`config.mk`:
```
export PLATFORM = sky130hd
export DESIGN_NAME = chan_dispatch
export DESIGN_NICKNAME = d
export VERILOG_FILES = /design/src/rtl/chan_dispatch_pkg.sv /design/src/rtl/chan_dispatch_ctrl.sv /design/src/rtl/chan_dispatch_dp.sv /design/src/rtl/chan_dispatch.sv
export SDC_FILE = /design/constraint.sdc
export NUM_CORES = 1
export LEC_CHECK = 0
export ABC_AREA = 1
export BUFFER_PORTS_ARGS = -buffer_cell sky130_fd_sc_hd__buf_2
export CORE_MARGIN = 2
export CORE_UTILIZATION = 35
export CTS_CLUSTER_DIAMETER = 50
export DETAILED_ROUTE_END_ITERATION = 8
export GPL_ROUTABILITY_DRIVEN = 0
export GPL_TIMING_DRIVEN = 0
export SLEW_MARGIN = 15
export SYNTH_ARGS = -nofsm -noshare
export SYNTH_HDL_FRONTEND = slang
export SYNTH_SLANG_ARGS = --single-unit
```
`constraint.sdc`:
```
create_clock -name clk -period 4.9 [get_ports clk]
set_input_delay 0.49 -clock clk [delete_from_list [all_inputs] [get_ports clk]]
set_output_delay 0.49 -clock clk [all_outputs]
set_load 0.01 [all_outputs]
```
`src/rtl/chan_dispatch_pkg.sv`:
```
package chan_dispatch_pkg;

  typedef enum logic [1:0] {
    KIND_WACK  = 2'd0,
    KIND_RDATA = 2'd1,
    KIND_ERR   = 2'd2
  } repKind_e;

  // strobes from control to datapath; port indices fit six bits (at most 64 ports)
  typedef struct packed {
    logic       capture;
    logic [5:0] capIdx;
    logic       pushChan;
    logic [5:0] grantIdx;
    logic       pushErr;
    logic       pop;
  } dispStrobe_t;

endpackage

```
`src/rtl/chan_dispatch_ctrl.sv`:
```
module chan_dispatch_ctrl
  import chan_dispatch_pkg::*;
#(
  parameter int NUM_I2C = 3,
  parameter int NUM_MEM = 2,
  parameter int NUM_PIO = 1,
  parameter int NUM_EVT = 1,
  localparam int NCH = 1 + NUM_I2C + NUM_MEM + NUM_PIO + NUM_EVT
) (
  input  logic           clk,
  input  logic           rstN,
  input  logic           inValid,
  input  logic [7:0]     inChan,
  output logic           inReady,
  input  logic [NCH-1:0] chRespValid,
  output logic [NCH-1:0] chRespReady,
  output logic [NCH-1:0] chReq,
  input  logic           fifoFull,
  input  logic           repValid,
  input  logic           repReady,
  output dispStrobe_t    strb
);

  localparam int MEM_BASE = 1 + NUM_I2C;
  localparam int PIO_BASE = MEM_BASE + NUM_MEM;
  localparam int EVT_BASE = PIO_BASE + NUM_PIO;

  logic [NCH-1:0] busy;
  logic           decHit;
  logic [5:0]     decIdx;
  logic           busyHit;
  logic           grantValid;
  logic [5:0]     grantIdx;
  logic           pushChan;
  logic           pushErr;
  logic           capture;

  // channel number to port index
  always_comb begin
    decHit = 1'b0;
    decIdx = '0;
    if (inChan == 8'd0) begin
      decHit = 1'b1;
    end else if (inChan <= 8'(NUM_I2C)) begin
      decHit = 1'b1;
      decIdx = 6'(inChan);
    end else if (inChan >= 8'd16 && inChan < 8'(16 + NUM_MEM)) begin
      decHit = 1'b1;
      decIdx = 6'(MEM_BASE) + 6'(inChan - 8'd16);
    end else if (inChan >= 8'd32 && inChan < 8'(32 + NUM_PIO)) begin
      decHit = 1'b1;
      decIdx = 6'(PIO_BASE) + 6'(inChan - 8'd32);
    end else if (inChan >= 8'd48 && inChan < 8'(48 + NUM_EVT)) begin
      decHit = 1'b1;
      decIdx = 6'(EVT_BASE) + 6'(inChan - 8'd48);
    end
  end

  always_comb begin
    busyHit = 1'b0;
    for (int i = 0; i < NCH; i++) begin
      if (decIdx == 6'(i)) busyHit = busy[i];
    end
  end

  // fixed priority, lowest port first
  always_comb begin
    grantValid = 1'b0;
    grantIdx   = '0;
    for (int i = NCH - 1; i >= 0; i--) begin
      if (chRespValid[i] && busy[i]) begin
        grantValid = 1'b1;
        grantIdx   = 6'(i);
      end
    end
  end

  assign pushChan = grantValid && !fifoFull;
  assign capture  = inValid && decHit && !busyHit;
  assign pushErr  = inValid && !decHit && !pushChan && !fifoFull;
  assign inReady  = decHit ? !busyHit : (!pushChan && !fifoFull);

  always_comb begin
    for (int i = 0; i < NCH; i++) begin
      chRespReady[i] = pushChan && (grantIdx == 6'(i));
    end
  end

  always_ff @(posedge clk) begin
    if (!rstN) begin
      busy  <= '0;
      chReq <= '0;
    end else begin
      for (int i = 0; i < NCH; i++) begin
        chReq[i] <= capture && (decIdx == 6'(i));
        if (capture && (decIdx == 6'(i))) busy[i] <= 1'b1;
        else if (chRespReady[i])           busy[i] <= 1'b0;
      end
    end
  end

  always_comb begin
    strb          = '0;
    strb.capture  = capture;
    strb.capIdx   = decIdx;
    strb.pushChan = pushChan;
    strb.grantIdx = grantIdx;
    strb.pushErr  = pushErr;
    strb.pop      = repValid && repReady;
  end


  one_req_chk: assert property (@(posedge clk) disable iff (!rstN)
    $onehot0(chReq));


  one_grant_chk: assert property (@(posedge clk) disable iff (!rstN)
    $onehot0(chRespReady));


  collide_chk: assert property (@(posedge clk) disable iff (!rstN)
    (|chRespReady) |-> !(inValid && inReady && !decHit));


  full_stall_chk: assert property (@(posedge clk) disable iff (!rstN)
    fifoFull |-> (chRespReady == '0));

  for (genvar g = 0; g < NCH; g++) begin : gBusyChk

    busy_hold_chk: assert property (@(posedge clk) disable iff (!rstN)
      (busy[g] && !chRespReady[g]) |=> !chReq[g]);
  end

endmodule

```
`src/rtl/chan_dispatch_dp.sv`:
```
module chan_dispatch_dp
  import chan_dispatch_pkg::*;
#(
  parameter int NCH   = 8,
  parameter int DW    = 16,
  parameter int AW    = 8,
  parameter int DEPTH = 4
) (
  input  logic              clk,
  input  logic              rstN,
  input  dispStrobe_t       strb,
  input  logic [7:0]        inChan,
  input  logic [7:0]        inCmd,
  input  logic [7:0]        inTrn,
  input  logic [AW-1:0]     inAddr,
  input  logic [DW-1:0]     inData,
  input  logic [NCH*DW-1:0] chRespData,
  output logic [7:0]        chCmd,
  output logic [AW-1:0]     chAddr,
  output logic [DW-1:0]     chData,
  output logic              fifoFull,
  output logic              repValid,
  output logic [1:0]        repKind,
  output logic [7:0]        repChan,
  output logic [7:0]        repTrn,
  output logic [DW-1:0]     repData
);

  localparam int PW = (DEPTH > 1) ? $clog2(DEPTH) : 1;
  localparam int CW = $clog2(DEPTH + 1);

  logic [7:0]     openChan [NCH];
  logic [7:0]     openTrn  [NCH];
  logic [NCH-1:0] openRead;

  logic [1:0]     qKind [DEPTH];
  logic [7:0]     qChan [DEPTH];
  logic [7:0]     qTrn  [DEPTH];
  logic [DW-1:0]  qData [DEPTH];
  logic [PW-1:0]  wrPtr, rdPtr;
  logic [CW-1:0]  cnt;

  repKind_e       newKind;
  logic [7:0]     newChan, newTrn;
  logic [DW-1:0]  newData;
  logic           push;

  function automatic logic [PW-1:0] bump(input logic [PW-1:0] p);
    return (p == PW'(DEPTH - 1)) ? '0 : PW'(p + 1'b1);
  endfunction

  // per-channel open transaction record and shared request bus
  always_ff @(posedge clk) begin
    if (!rstN) begin
      chCmd    <= '0;
      chAddr   <= '0;
      chData   <= '0;
      openRead <= '0;
    end else if (strb.capture) begin
      chCmd  <= inCmd;
      chAddr <= inAddr;
      chData <= inData;
      for (int i = 0; i < NCH; i++) begin
        if (strb.capIdx == 6'(i)) begin
          openChan[i] <= inChan;
          openTrn[i]  <= inTrn;
          openRead[i] <= inCmd[0];
        end
      end
    end
  end

  // reply assembly
  always_comb begin
    newKind = KIND_ERR;
    newChan = inChan;
    newTrn  = inTrn;
    newData = '0;
    if (strb.pushChan) begin
      for (int i = 0; i < NCH; i++) begin
        if (strb.grantIdx == 6'(i)) begin
          newChan = openChan[i];
          newTrn  = openTrn[i];
          newKind = openRead[i] ? KIND_RDATA : KIND_WACK;
          newData = openRead[i] ? chRespData[i*DW +: DW] : '0;
        end
      end
    end
  end

  assign push = strb.pushChan || strb.pushErr;

  always_ff @(posedge clk) begin
    if (!rstN) begin
      wrPtr <= '0;
      rdPtr <= '0;
      cnt   <= '0;
    end else begin
      if (push) begin
        qKind[wrPtr] <= newKind;
        qChan[wrPtr] <= newChan;
        qTrn[wrPtr]  <= newTrn;
        qData[wrPtr] <= newData;
        wrPtr        <= bump(wrPtr);
      end
      if (strb.pop) rdPtr <= bump(rdPtr);
      if (push && !strb.pop)      cnt <= cnt + 1'b1;
      else if (strb.pop && !push) cnt <= cnt - 1'b1;
    end
  end

  assign fifoFull = (cnt == CW'(DEPTH));
  assign repValid = (cnt != '0);
  assign repKind  = qKind[rdPtr];
  assign repChan  = qChan[rdPtr];
  assign repTrn   = qTrn[rdPtr];
  assign repData  = qData[rdPtr];


  no_overflow_chk: assert property (@(posedge clk) disable iff (!rstN)
    push |-> !fifoFull);


  single_push_chk: assert property (@(posedge clk) disable iff (!rstN)
    !(strb.pushChan && strb.pushErr));


  hold_stable_chk: assert property (@(posedge clk) disable iff (!rstN)
    (repValid && !strb.pop) |=> (repValid && $stable(repKind) && $stable(repChan)
                                 && $stable(repTrn) && $stable(repData)));


  ack_zero_chk: assert property (@(posedge clk) disable iff (!rstN)
    (repValid && repKind == 2'd0) |-> (repData == '0));

endmodule

```
`src/rtl/chan_dispatch.sv`:
```
module chan_dispatch
  import chan_dispatch_pkg::*;
#(
  parameter int         NUM_I2C   = 3,
  parameter int         NUM_MEM   = 2,
  parameter int         NUM_PIO   = 1,
  parameter int         NUM_EVT   = 1,
  parameter int         DW        = 16,
  parameter int         AW        = 8,
  parameter int         DEPTH     = 4,
  parameter logic [7:0] NODE_ADDR = 8'h05,
  localparam int NCH = 1 + NUM_I2C + NUM_MEM + NUM_PIO + NUM_EVT
) (
  input  logic              clk,
  input  logic              rstN,
  input  logic              inValid,
  output logic              inReady,
  input  logic [7:0]        inChan,
  input  logic [7:0]        inCmd,
  input  logic [7:0]        inTrn,
  input  logic [AW-1:0]     inAddr,
  input  logic [DW-1:0]     inData,
  output logic [NCH-1:0]    chReq,
  output logic [7:0]        chCmd,
  output logic [AW-1:0]     chAddr,
  output logic [DW-1:0]     chData,
  input  logic [NCH-1:0]    chRespValid,
  output logic [NCH-1:0]    chRespReady,
  input  logic [NCH*DW-1:0] chRespData,
  output logic              repValid,
  input  logic              repReady,
  output logic [7:0]        repDest,
  output logic [7:0]        repSrc,
  output logic [1:0]        repKind,
  output logic [7:0]        repChan,
  output logic [7:0]        repTrn,
  output logic [DW-1:0]     repData
);

  dispStrobe_t strb;
  logic        fifoFull;

  chan_dispatch_ctrl #(
    .NUM_I2C(NUM_I2C), .NUM_MEM(NUM_MEM), .NUM_PIO(NUM_PIO), .NUM_EVT(NUM_EVT)
  ) u_ctrl (
    .clk(clk), .rstN(rstN), .inValid(inValid), .inChan(inChan), .inReady(inReady),
    .chRespValid(chRespValid), .chRespReady(chRespReady), .chReq(chReq),
    .fifoFull(fifoFull), .repValid(repValid), .repReady(repReady), .strb(strb)
  );

  chan_dispatch_dp #(
    .NCH(NCH), .DW(DW), .AW(AW), .DEPTH(DEPTH)
  ) u_dp (
    .clk(clk), .rstN(rstN), .strb(strb), .inChan(inChan), .inCmd(inCmd),
    .inTrn(inTrn), .inAddr(inAddr), .inData(inData), .chRespData(chRespData),
    .chCmd(chCmd), .chAddr(chAddr), .chData(chData), .fifoFull(fifoFull),
    .repValid(repValid), .repKind(repKind), .repChan(repChan), .repTrn(repTrn),
    .repData(repData)
  );

  assign repDest = 8'h00;
  assign repSrc  = NODE_ADDR;

endmodule

```
==> results.md <==
* CTS tree: done
* Die Wd at 213.8 um
* Row count at 76
* Final Cell Area at 0.01890 mm2
* Commonest non-fill, non-tap cell in the layout: nand2_1
* Max VDD drop at 0.2459 mV
* Ports at 288
* Setup crit start: u_ctrl.busy[1]$_SDFFE_PN0P_
* Syn avg cell area at 9.739 um2
* Slew HR at 31.41%
* Clock power share at 38.5%
* Initial core utilization at 35.61%
* Share of cells above drive strength 1 at 26.96%
* Fillers at 4,165
* Max-Cap Viols at 0
* Setup repair bufs after CTS at 0
* Vias at 12,730
* H-tree depth at 2
* Placed Area at 0.01773 mm2
* Synth Instances at 1,582
* Area Growth Syn to Fin at 22.70%
* Switching share of power at 28.26%
* Vias in the first global route at 12,200
* Final Util at 43.69%
* Dpl hpwl at 37,360 um
* Yosys Warn Count at 0
* Data required time of the critical path at 5.18 ns
* Fmax at 0.2461 GHz
* Die H at 213.8 um
* Startpoint class of the critical path: register
* Fin crit share at 82.93%
* Die area at 0.04571 mm2
* Gr ovfl total at 0
* Clock tree buffer depth at 3
* First-pass detailed-route iteration total at 5
* Seq cells post-synth at 329
* CTS clk-pin slew, worst paths at 0.06 ns
* Worst Setup End Kind: register
* Global-route usage over all layers at 21.96%
* Net Switching at 1.983 mW
* Cells after DPL at 2,457
* Setup violations, final at 0
* # DRC at 0
* Crit path to: u_dp.qData[0][8]$_DFFE_PP_
* Post-synth cell types at 44
* Skew final at 0.02750 ns
* Leakage power total at 7.520 nW
* Inserted Clock Buffers at 38
* Clock root cell: clkbuf_16
* Minimum clock period after layout at 4.064 ns
* Register area share after synthesis at 59.90%
* Smallest setup slack after layout at 0.8363 ns
* Endpoints failing hold at 0
* Detailed Route WL at 50,440 um
* Initial antenna violation count at 2
* Hold Crit Class: in -> reg
* Most frequent cells in the layout: nand2_1 (345), buf_2 (278), edfxtp_1 (264)
* Combinational fraction of design power at 16.8%
* Wire per inst at 19.96 um
* Worst EP arrival at 4.34 ns
* Via density at 5.038
* Synthesized area at 0.01541 mm2
* Post-CTS Hold Buffers at 0
* Cts repair resizes at 0
* Setup repair after global routing missed its margin: false
* Power Dens Cells at 371.1 mW/mm2
* Reg power frac at 44.7%
* Outcome: complete, no violations
* First-pass GRT wire length at 74,200 um
* Nets at 2,115
* Final std cells w/o fill at 2,527
* Starting DRC count in detailed routing at 1,016
* Worst R2R Start: u_ctrl.busy[1]$_SDFFE_PN0P_
* Reg2Reg Setup Slack at 0.84 ns
* Post-Place Setup Slack at 0.5617 ns
* Crit path max fanout at 10
* Internal Power at 5.033 mW
* Worst skew pair latency at 0.55 ns
* Final hold slack at 0.1949 ns
* CP Class: reg -> reg
* Routed Antenna Nets at 0
* Core footprint at 0.04327 mm2
* Worst reg2reg path endpoint: u_dp.qData[0][8]$_DFFE_PP_
* Worst-margin pin slew at 1.022 ns
* Largest net degree at the start of global routing at 25
* Count of pins over their slew limit at 0
* Port buffer count at 269
* Clock sink count at 329
* Worst r2r path cells at 11
final cells by class:
type	instances	area (um2)	share of cell area, %
clock buffers	47	984.7	5.209
clock inverters	21	186.4	0.9862
well taps	585	732.0	3.872
diodes	2	5.005	0.02647
flip-flops and latches	329	9229	48.82
inverters	100	380.4	2.012
repair buffers	276	1486	7.863
plain buffers	95	529.3	2.800
multi-input cells	1072	5371	28.41
Yosys cell counts (all sizes together):
library cell	count	area share [%]
a211oi	1	0.049
a21o	1	0.049
a21oi	120	4.8
a221oi	6	0.34
a22o	1	0.057
a31oi	1	0.041
a41oi	1	0.057
buf	33	1.9
clkbuf	62	1.5
clkinv	2	0.049
conb	2	0.049
dfxtp	65	8.4
edfxtp	264	51
fa	1	0.13
ha	14	1.1
inv	98	2.4
nand2	407	11
nand3	58	2.2
nand4	15	0.65
nor2	192	5.0
nor3	11	0.39
o211a	1	0.065
o211ai	18	0.88
o21ai	148	4.8
o21bai	5	0.24
o22ai	34	1.4
or2	19	0.77
xnor2	2	0.11
registers in the layout, summed over array words and instances (netlist names), 3 cells and up, named ones only:
register,cells
u_dp.qData,64
u_dp.chData,16
u_dp.openTrn,64
u_dp.qTrn,32
u_dp.qChan,32
u_dp.chAddr,8
u_dp.chCmd,8
u_dp.openRead,8
u_dp.openChan,64
u_ctrl.chReq,8
u_ctrl.busy,8
u_dp.qKind,8
u_dp.cnt,3
power groups by stage:
stage	registers (mW)	clock network, mW	logic (mW)
2_1_floorplan	3.19	0	0.605
4_1_cts	3.14	2.74	1.19
6_report	3.14	2.70	1.18
5_1_grt	3.15	2.85	1.30
3_3_place_gp	3.20	0	1.13
3_5_place_dp	3.20	0	1.18
through the flow:
step	total power [mW]	TNS, ns
2_1_floorplan	3.795	0
3_3_place_gp	4.336	-109.20
3_5_place_dp	4.380	0
4_1_cts	7.062	0
5_1_grt	7.291	0
6_report	7.016	0
routing by layer:
layer	share of wire, %	track usage (%)
met1	43	29.80
met2	46	35.09
met3	8.9	4.731
met4	2.9	7.064
met5	0	0
worst max-delay path, stage by stage (launching register included):
cell and delay, ns:
dfxtp_1 0.35, nand2_1 0.11, nand2_1 0.11, nor2_1 0.05
inv_1 0.06, nor3_1 0.08, nor2_1 0.59, clkinv_1 0.56
nor2_1 0.74, clkbuf_1 0.56, a21oi_1 0.15, a21oi_1 0.43
worst min-delay path by stage:
stage,start,endpoint,cells past startpoint
6_report,inAddr[2],u_dp.chAddr[2]$_SDFFE_PN0N_,3
3_3_place_gp,u_dp.chCmd[1]$_SDFFE_PN0N_,u_dp.chCmd[1]$_SDFFE_PN0N_,2
4_1_cts,inData[14],u_dp.chData[14]$_SDFFE_PN0N_,3
5_1_grt,inAddr[6],u_dp.chAddr[6]$_SDFFE_PN0N_,3
3_5_place_dp,u_dp.chCmd[0]$_SDFFE_PN0N_,u_dp.chCmd[0]$_SDFFE_PN0N_,2
2_1_floorplan,u_dp.cnt[2]$_SDFFE_PN0P_,u_dp.cnt[2]$_SDFFE_PN0P_,2
cells by family (layout without fill, tap and decap cells):
group,Yosys count,count (layout),share of synthesized area [%]
fa+ha+maj,15,15,1.267
simple gates,702,702,20.03
compound gates,337,337,12.74
other cells,2,18,0.04874
xor+xnor,2,2,0.1137
buf+inv,195,539,5.904
flops,329,329,59.90
(Power assumes the default switching activity.)
